**src/rtl/lkd_pkg.sv**
```systemverilog
package lkd_pkg;

    localparam int REG_AW   = 5;
    localparam int REG_DW   = 16;
    localparam int LEN_W    = 16;
    localparam int STAT_W   = 8;
    localparam int READY_BIT = 7;

    localparam logic [REG_AW-1:0] ADDR_LEN     = 5'd20;
    localparam logic [REG_AW-1:0] ADDR_MODE    = 5'd21;
    localparam logic [REG_AW-1:0] ADDR_HALT    = 5'd24;
    localparam logic [REG_AW-1:0] ADDR_RESTART = 5'd25;

    typedef enum logic {
        ST_RUN  = 1'b0,
        ST_STOP = 1'b1
    } lkd_state_e;

    typedef struct packed {
        logic halt;
        logic restart;
    } lkd_cmd_t;

    function automatic logic [LEN_W-1:0] eff_len(input logic [LEN_W-1:0] l);
        return (l == '0) ? LEN_W'(1) : l;
    endfunction

endpackage

```
**src/rtl/lkd_regif.sv**
```systemverilog
module lkd_regif
    import lkd_pkg::*;
#(
    parameter logic [LEN_W-1:0] DEF_LEN = 16'd8
) (
    input  logic              clk,
    input  logic              rst,
    input  logic              reg_wr,
    input  logic [REG_AW-1:0] reg_addr,
    input  logic [REG_DW-1:0] reg_wdata,
    output lkd_cmd_t          cmd,
    output logic [LEN_W-1:0]  len,
    output logic              host_mode
);

    always_comb begin
        cmd.halt    = reg_wr && (reg_addr == ADDR_HALT);
        cmd.restart = reg_wr && (reg_addr == ADDR_RESTART);
    end

    always_ff @(posedge clk) begin
        if (rst) begin
            len       <= DEF_LEN;
            host_mode <= 1'b0;
        end else if (reg_wr) begin
            if (reg_addr == ADDR_LEN)
                len <= reg_wdata[LEN_W-1:0];
            if (reg_addr == ADDR_MODE)
                host_mode <= reg_wdata[0];
        end
    end

endmodule

```
**src/rtl/lkd_accum.sv**
```systemverilog
module lkd_accum
    import lkd_pkg::*;
#(
    parameter int DW    = 8,
    parameter int ACC_W = DW + LEN_W
) (
    input  logic                 clk,
    input  logic                 rst,
    input  logic                 run_en,
    input  logic                 samp_valid,
    input  logic signed [DW-1:0] samp_i,
    input  logic signed [DW-1:0] samp_q,
    input  logic [LEN_W-1:0]     len,
    output logic                 dump,
    output logic                 acc_zero,
    output logic [ACC_W-1:0]     hold_i,
    output logic [ACC_W-1:0]     hold_q
);

    localparam int CMP_W = LEN_W + 1;

    logic [ACC_W-1:0] acc_i, acc_q;
    logic [LEN_W-1:0] cnt;
    logic [DW-1:0]    mag_i, mag_q;
    logic [ACC_W-1:0] sum_i, sum_q;
    logic             last;

    function automatic logic [DW-1:0] mag(input logic [DW-1:0] x);
        return x[DW-1] ? (~x + 1'b1) : x;
    endfunction

    always_comb begin
        mag_i    = mag(samp_i);
        mag_q    = mag(samp_q);
        sum_i    = acc_i + ACC_W'(mag_i);
        sum_q    = acc_q + ACC_W'(mag_q);
        last     = (CMP_W'(cnt) + CMP_W'(1)) >= CMP_W'(eff_len(len));
        dump     = run_en && samp_valid && last;
        acc_zero = (acc_i == '0) && (acc_q == '0);
    end

    always_ff @(posedge clk) begin
        if (rst) begin
            acc_i  <= '0;
            acc_q  <= '0;
            hold_i <= '0;
            hold_q <= '0;
            cnt    <= '0;
        end else if (run_en && samp_valid) begin
            if (last) begin
                hold_i <= sum_i;
                hold_q <= sum_q;
                acc_i  <= '0;
                acc_q  <= '0;
                cnt    <= '0;
            end else begin
                acc_i  <= sum_i;
                acc_q  <= sum_q;
                cnt    <= cnt + 1'b1;
            end
        end
    end

endmodule

```
**src/rtl/lkd_fsm.sv**
```systemverilog
module lkd_fsm
    import lkd_pkg::*;
(
    input  logic     clk,
    input  logic     rst,
    input  lkd_cmd_t cmd,
    input  logic     host_mode,
    input  logic     dump,
    output logic     run_en,
    output logic     stopped
);

    lkd_state_e state;
    logic       halt_pend;

    assign run_en  = (state == ST_RUN);
    assign stopped = (state == ST_STOP);

    always_ff @(posedge clk) begin
        if (rst) begin
            state     <= ST_RUN;
            halt_pend <= 1'b0;
        end else begin
            case (state)
                ST_RUN: begin
                    if (dump && (host_mode || halt_pend || cmd.halt)) begin
                        state     <= ST_STOP;
                        halt_pend <= 1'b0;
                    end else if (cmd.halt) begin
                        halt_pend <= 1'b1;
                    end
                end
                ST_STOP: begin
                    halt_pend <= 1'b0;
                    if (cmd.restart)
                        state <= ST_RUN;
                end
                default: state <= ST_RUN;
            endcase
        end
    end

endmodule

```
**src/rtl/lock_integ_ctrl.sv**
```systemverilog
module lock_integ_ctrl
    import lkd_pkg::*;
#(
    parameter int               DW      = 8,
    parameter logic [LEN_W-1:0] DEF_LEN = 16'd8,
    localparam int              ACC_W   = DW + LEN_W
) (
    input  logic                 clk,
    input  logic                 rst,
    input  logic                 samp_valid,
    input  logic signed [DW-1:0] samp_i,
    input  logic signed [DW-1:0] samp_q,
    input  logic                 reg_wr,
    input  logic [REG_AW-1:0]    reg_addr,
    input  logic [REG_DW-1:0]    reg_wdata,
    output logic [STAT_W-1:0]    status,
    output logic [ACC_W-1:0]     hold_i,
    output logic [ACC_W-1:0]     hold_q
);

    lkd_cmd_t         cmd_w;
    logic [LEN_W-1:0] len_w;
    logic             mode_w;
    logic             dump_w;
    logic             run_w;
    logic             stop_w;
    logic             acc_zero_w;

    lkd_regif #(.DEF_LEN(DEF_LEN)) u_regif (
        .clk       (clk),
        .rst       (rst),
        .reg_wr    (reg_wr),
        .reg_addr  (reg_addr),
        .reg_wdata (reg_wdata),
        .cmd       (cmd_w),
        .len       (len_w),
        .host_mode (mode_w)
    );

    lkd_accum #(.DW(DW), .ACC_W(ACC_W)) u_acc (
        .clk        (clk),
        .rst        (rst),
        .run_en     (run_w),
        .samp_valid (samp_valid),
        .samp_i     (samp_i),
        .samp_q     (samp_q),
        .len        (len_w),
        .dump       (dump_w),
        .acc_zero   (acc_zero_w),
        .hold_i     (hold_i),
        .hold_q     (hold_q)
    );

    lkd_fsm u_fsm (
        .clk       (clk),
        .rst       (rst),
        .cmd       (cmd_w),
        .host_mode (mode_w),
        .dump      (dump_w),
        .run_en    (run_w),
        .stopped   (stop_w)
    );

    always_comb begin
        status            = '0;
        status[READY_BIT] = stop_w;
    end

endmodule

```
**config.mk**
```make
export PLATFORM = sky130hd
export DESIGN_NAME = lock_integ_ctrl
export DESIGN_NICKNAME = d
export VERILOG_FILES = /design/src/rtl/lkd_pkg.sv /design/src/rtl/lkd_regif.sv /design/src/rtl/lkd_accum.sv /design/src/rtl/lkd_fsm.sv /design/src/rtl/lock_integ_ctrl.sv
export SDC_FILE = /design/constraint.sdc
export NUM_CORES = 1
export LEC_CHECK = 0
export CAP_MARGIN = 5
export CORE_UTILIZATION = 40
export DETAILED_ROUTE_END_ITERATION = 16
export DONT_BUFFER_PORTS = 1
export GPL_ROUTABILITY_DRIVEN = 0
export PLACE_DENSITY = 0.65
export SLEW_MARGIN = 10
export SYNTH_ARGS = -nofsm -noshare
export SYNTH_HDL_FRONTEND = slang
export SYNTH_SLANG_ARGS = --single-unit
```
**constraint.sdc**
```tcl
create_clock -name clk -period 4.29 [get_ports clk]
set_input_delay 1.0725 -clock clk [delete_from_list [all_inputs] [get_ports clk]]
set_output_delay 1.0725 -clock clk [all_outputs]
set_load 0.03 [all_outputs]
```
* Word level (Yosys, flattened, before mapping)
Cells that the tools add are included.
** Cells by class
- Add/subtract/negate cells :: 6
- Multiplexer cells :: 12
- Eq/ne operators :: 5
- Reduce and logical (&&, ||, !) cells :: 11
- Order comparisons :: 1
- Bitwise logic cells :: 3
** Operator list (number)
- $add A24 B8 Y24 :: 2
- $mux W24 :: 2
- $mux W16 :: 2
- $eq A5 B5 Y1 const B :: 4
- $add A16 B1 Y17 const B :: 1
- $ge A17 B16 Y1 :: 1
- $add A16 B1 Y16 const B :: 1
- $add A8 B1 Y8 const B :: 2
- $logic_not A16 Y1 :: 1
- $mux W8 :: 2
- $not A8 Y8 :: 2
- $reduce_and A2 Y1 :: 3
- $logic_and A1 B1 Y1 :: 5
- $mux W1 :: 4
- $pmux W1 S2 :: 2
- $ne A3 B1 Y1 const B :: 1
- $logic_or A1 B1 Y1 :: 2
- $not A1 Y1 :: 1
** Word-level totals
- Logic and storage cells :: 47
- Input bits :: 41
- Register bits :: 131
- Output and inout bits :: 56

* Logic depth before layout (Yosys ltp)
Gate-level depths: netlist (run 1).
- Word-level depth :: 7
- Mapped depth :: 16
- Gate-level depth less buffers :: 13

* Cells and area by module
From an unflattened synthesis (run 1), not the netlist that was laid out.
** Unflattened totals
- Cells, all modules :: 829
- Area total of the unflattened synthesis :: 7345.8 um^2
** Modules (own cells, without submodules)
- lkd_accum :: instances 1, cells an instance 734, seq. area each 2242.2 um^2, area an instance 6404.9 um^2
- lkd_regif :: instances 1, cells an instance 78, seq. area each 340.3 um^2, area an instance 803.3 um^2
- lkd_fsm :: instances 1, cells an instance 8, seq. area each 40.0 um^2, area an instance 73.8 um^2
- lock_integ_ctrl :: instances 1, cells an instance 9, seq. area each 0.0 um^2, area an instance 63.8 um^2

* Worst setup path before layout (run 1)
OpenSTA, ideal clock, no wires.
- Path type :: input port to flip-flop
- From :: input port samp_q[1]
- To :: register u_acc.acc_q[17]
- Setup time :: 0.073 ns
- Data required time :: 4.217 ns
- Buffers on the path :: 1
- Arrival :: 3.559 ns
- Setup slack :: 0.658 ns
- Stages :: 10
- Cell sequence :: or3_1 o31ai_1 xnor2_1 ha_1 clkbuf_2 nand3_1 o21a_4 or4b_4 or3_1 o211ai_2
** Between the ends
- Cells in the longest elaborated chain, start to end :: 5
** RTL lines
- start, declared :: RTL line lock_integ_ctrl.sv:12 : input logic signed [DW-1:0] samp_q,
- $not A8 Y8 :: RTL line lkd_accum.sv:29 : return x[DW-1] ? (~x + 1'b1) : x;
- $add A8 B1 Y8 :: RTL line lkd_accum.sv:29
- $mux W8 * :: RTL line lkd_accum.sv:29
- $add A24 B8 Y24 * :: RTL line lkd_accum.sv:36 : sum_q = acc_q + ACC_W'(mag_q);
- $mux W24 * :: RTL line lkd_accum.sv:50 : if (last) begin
- end signal, assigned :: RTL line lkd_accum.sv:58 : acc_q <= sum_q;
- end, declared :: RTL line lkd_accum.sv:22 : logic [ACC_W-1:0] acc_i, acc_q;
Mark *: on every way between the ends. The rest lies on a longest branch, timed or not.
A chain may end at the register's enable or synchronous reset.

* Worst setup path in the final report (run 1)
- From :: register u_acc.cnt[1]
- To :: register u_acc.hold_i[3]
** Between the ends
- Cells in the longest elaborated chain, start to end :: 3
** RTL lines
- start, declared :: RTL line lkd_accum.sv:23 : logic [LEN_W-1:0] cnt;
- start signal, assigned :: RTL line lkd_accum.sv:59 : cnt <= cnt + 1'b1;
- $add A16 B1 Y17 :: RTL line lkd_accum.sv:37 : last = (CMP_W'(cnt) + CMP_W'(1)) >= CMP_W'(eff_len(len));
- $ge A17 B16 Y1 :: RTL line lkd_accum.sv:37
- $reduce_and A2 Y1 (no source line)
- end signal, assigned :: RTL line lkd_accum.sv:51 : hold_i <= sum_i;
- end, declared :: RTL line lkd_accum.sv:16 : output logic [ACC_W-1:0] hold_i,
No other way between the ends.

==> results of run 1 <==
metrics by stage:
stage	utilization [%]	cells	setup slack (ps)	area (um^2)
after floorplan	-	1035	657.8	8307
after global placement	42.06	1253	415.4	8538
after detailed placement	42.06	1253	401.9	8538
after CTS	45.11	1285	385.9	9156
after global routing	45.11	1285	43.93	9156
final	45.11	1285	429.0	9156
logic make-up after synthesis:
family	count (synthesis)	share of synthesized area, %
and+or+nand+nor	420	26.49
AOI/OAI and AO/OA	236	20.72
DFF	131	31.66
buffers and inverters	129	7.204
xor gates and xnor gates	63	6.661
adders and majority gates	37	5.770
muxes	12	1.450
other	1	0.04527
cell type report:
cell class                 instances  area, um^2
inverter                          47       176.4
fill                            2023       11140
tap                              270       337.8
clock inverter                    12       181.4
clock buffer                      20       436.7
timing repair buffer              30       300.3
multi-input combinational        775        5101
sequential                       131        2623
layout by cell type, fill, tap and decap left out, types with 24 or more instances in the layout:
master / instances
inv_1: 46
xnor2_1: 46
nor2b_1: 25
nor2_1: 38
nand4_1: 78
nand2_1: 143
a211oi_1: 34
a21oi_1: 59
ha_1: 35
buf_4: 24
nand3_1: 30
dfxtp_1: 131
o211ai_1: 30
or3_1: 28
power by group through the flow:
stage | clock network, W | registers (W) | logic, W
after global placement | 0 | 0.00130 | 0.000453
after global routing | 0.00163 | 0.00128 | 0.000511
after CTS | 0.00158 | 0.00127 | 0.000460
after floorplan | 0 | 0.00130 | 0.000362
after detailed placement | 0 | 0.00130 | 0.000456
final | 0.00155 | 0.00127 | 0.000460
worst max-delay path, stage by stage, from the launching register on:
cell and delay (ps):
dfxtp_1 390, ha_1 180, and4_1 300, nand3_1 150
nor2_1 180, nand3_1 150, xnor2_1 170, ha_1 340
nand3_1 130, or3_1 140, a31oi_2 50, a211o_1 300
o21ai_4 830, buf_4 290, mux2i_1 170
layer usage:
layer | GRT usage (%) | wire length [um]
met1 | 28.78 | 10370
met2 | 33.64 | 10170
met3 | 5.047 | 1254
met4 | 8.053 | 500
met5 | 0 | 0
cells in the mapped netlist (16+ instances only):
library cell	count	area, um^2
nand4_1	78	488.0
a21oi_1	59	295.3
inv_1	46	172.7
nor2_1	38	142.6
nand3_1	30	150.1
ha_1	35	437.9
buf_2	19	95.09
or3_1	28	175.2
nor3_1	16	80.08
clkbuf_1	39	146.4
xor2_1	17	148.9
xnor2_1	46	402.9
a211oi_1	34	255.2
o211ai_1	30	225.2
nor2b_1	26	162.7
nand2_1	143	536.8
dfxtp_1	131	2623
flip-flops by register name, indices dropped and copies added, names as in the netlist:
register           count
u_acc.acc_i           24
u_acc.acc_q           24
u_regif.host_mode      1
u_acc.hold_q          24
u_acc.hold_i          24
u_acc.cnt             16
u_fsm.halt_pend        1
u_fsm.stopped          1
u_regif.len           16
path summary, 6_finish.rpt:
kind	cells past startpoint	slack, ps	startpoint	to
max reg2reg	14	430	u_acc.cnt[1]	u_acc.hold_i[3]
min reg2reg	2	460	u_acc.acc_q[5]	u_acc.acc_q[5]
min	2	460	u_acc.acc_q[5]	u_acc.acc_q[5]
max	14	430	u_acc.cnt[1]	u_acc.hold_i[3]
==> results by group, run 1 <==
Run status
  – Status: finished, final reports clean

Synthesis
  – Ys Warns: 0
  – Sequential element share of the synthesized area: roughly a third
  – Post-synth EDFFs: 0
  – Post-synth cell types: 82
  – Synth Area per Inst: slightly above 8 um^2
  – Yosys reg bits: 131
  – Synthesized cell area: approximately 0.0083 mm^2
  – Gate Count Post-Synth: 1029
  – Primary FF master, synth: dfxtp_1
  – Async set-reset flop share out of synthesis: 0%

Global route
  – Total GRT Usage: between 20% and 30%
  – Antenna violations before repair: 0
  – Total gr overflow: 0
  – First-pass GRT wire length: ~37 mm
  – Largest net degree at the start of global routing: 137
  – Vias in the first global route: slightly above 7k

Timing
  – Worst hold slack: 456.6 ps
  – Clock skew: ~10 ps
  – # setup viols final: 0
  – RSZ-0062 raised after global routing: no
  – Slew @ Worst Pin: ~1000 ps
  – Max-slew headroom: 30.45%
  – FMAX: roughly 0.26 GHz
  – Max Slew Vio Count: 0
  – Final setup TNS: 0 ps
  – Final Critical Period: 3861 ps
  – Final Hold Fails: 0
  – Period utilization: between 90 and 100%

Pwr
  – Total Power: between 0.003 and 0.004 W
  – Worst VDD drop: ~250 uV
  – Psw: between 0.0008 and 0.0009 W
  – Power Dens Cells: 358.7 mW/mm^2
  – Internal power: around 0.0024 W
  – Seq pwr share: 38.8%
  – Logic pwr share: 14.0%
  – Leak pwr: about 3.2 nW
  – Clock share of power: between 40% and 50%
  – Switch share: 27.06%

Route
  – Detail Route Antenna Nets: 0
  – WL final: roughly 22 mm
  – Vias per std cell: 5.864
  – Detailed-route via count: 7535
  – 1st-pass router iterations: 5
  – 1st-iter DRT viols: around 600
  – Routed length per instance: between 15 and 20 um
  – DRC Markers: 0

Clocking
  – Clock tree buffer depth: 2
  – # hold bufs at CTS: 0
  – CTS clock-pin slew for the worst setup and hold paths: 60 ps
  – Root buffer cell: clkbuf_16
  – CTS tree: yes
  – CTS HTree Levels: 4
  – Gates resized, CTS repair: 0
  – Sink Count: around 130
  – Post-CTS setup buffers: 0
  – Total CTS buffers: 17
  – Later-pin clock latency in the skew report: about 430 ps

Floorplan
  – Core Footprint: approximately 0.020 mm^2
  – Num rows: between 50 and 60
  – IO Count: 97
  – Die outline height: between 100 and 150 um
  – Initial Util: around 41%
  – Die width: about 150 um
  – Die Footprint: roughly 0.021 mm^2

Place
  – Post-DP HPWL: 15.41 mm
  – Number of port buffers: 0

Layout
  – Nets@finish: roughly 1.1k
  – Layout cells sized above 1: about 9.2%
  – Area Growth Syn to Fin: 10.53%
  – # diodes: 0

Setup path
  – Arrival @ worst endpoint: between 4000 and 5000 ps
  – CP Capture Type: register
  – Worst path required time: 4650 ps
  – Worst setup SP type: register
  – Critical path class: register to register
  – Max Fanout on Critical Path: 30

Flow run
  – Max-cap violation count: 0

Min path
  – Hold crit path type: register to register
Power figures use the tool's default switching activity.
==> run 2, diff against run 1 <==
HOLD_SLACK_MARGIN = 0.03   (was not set)
==> results of run 2 <==
The final DEF is identical to that of run 1; final timing and power are the same.
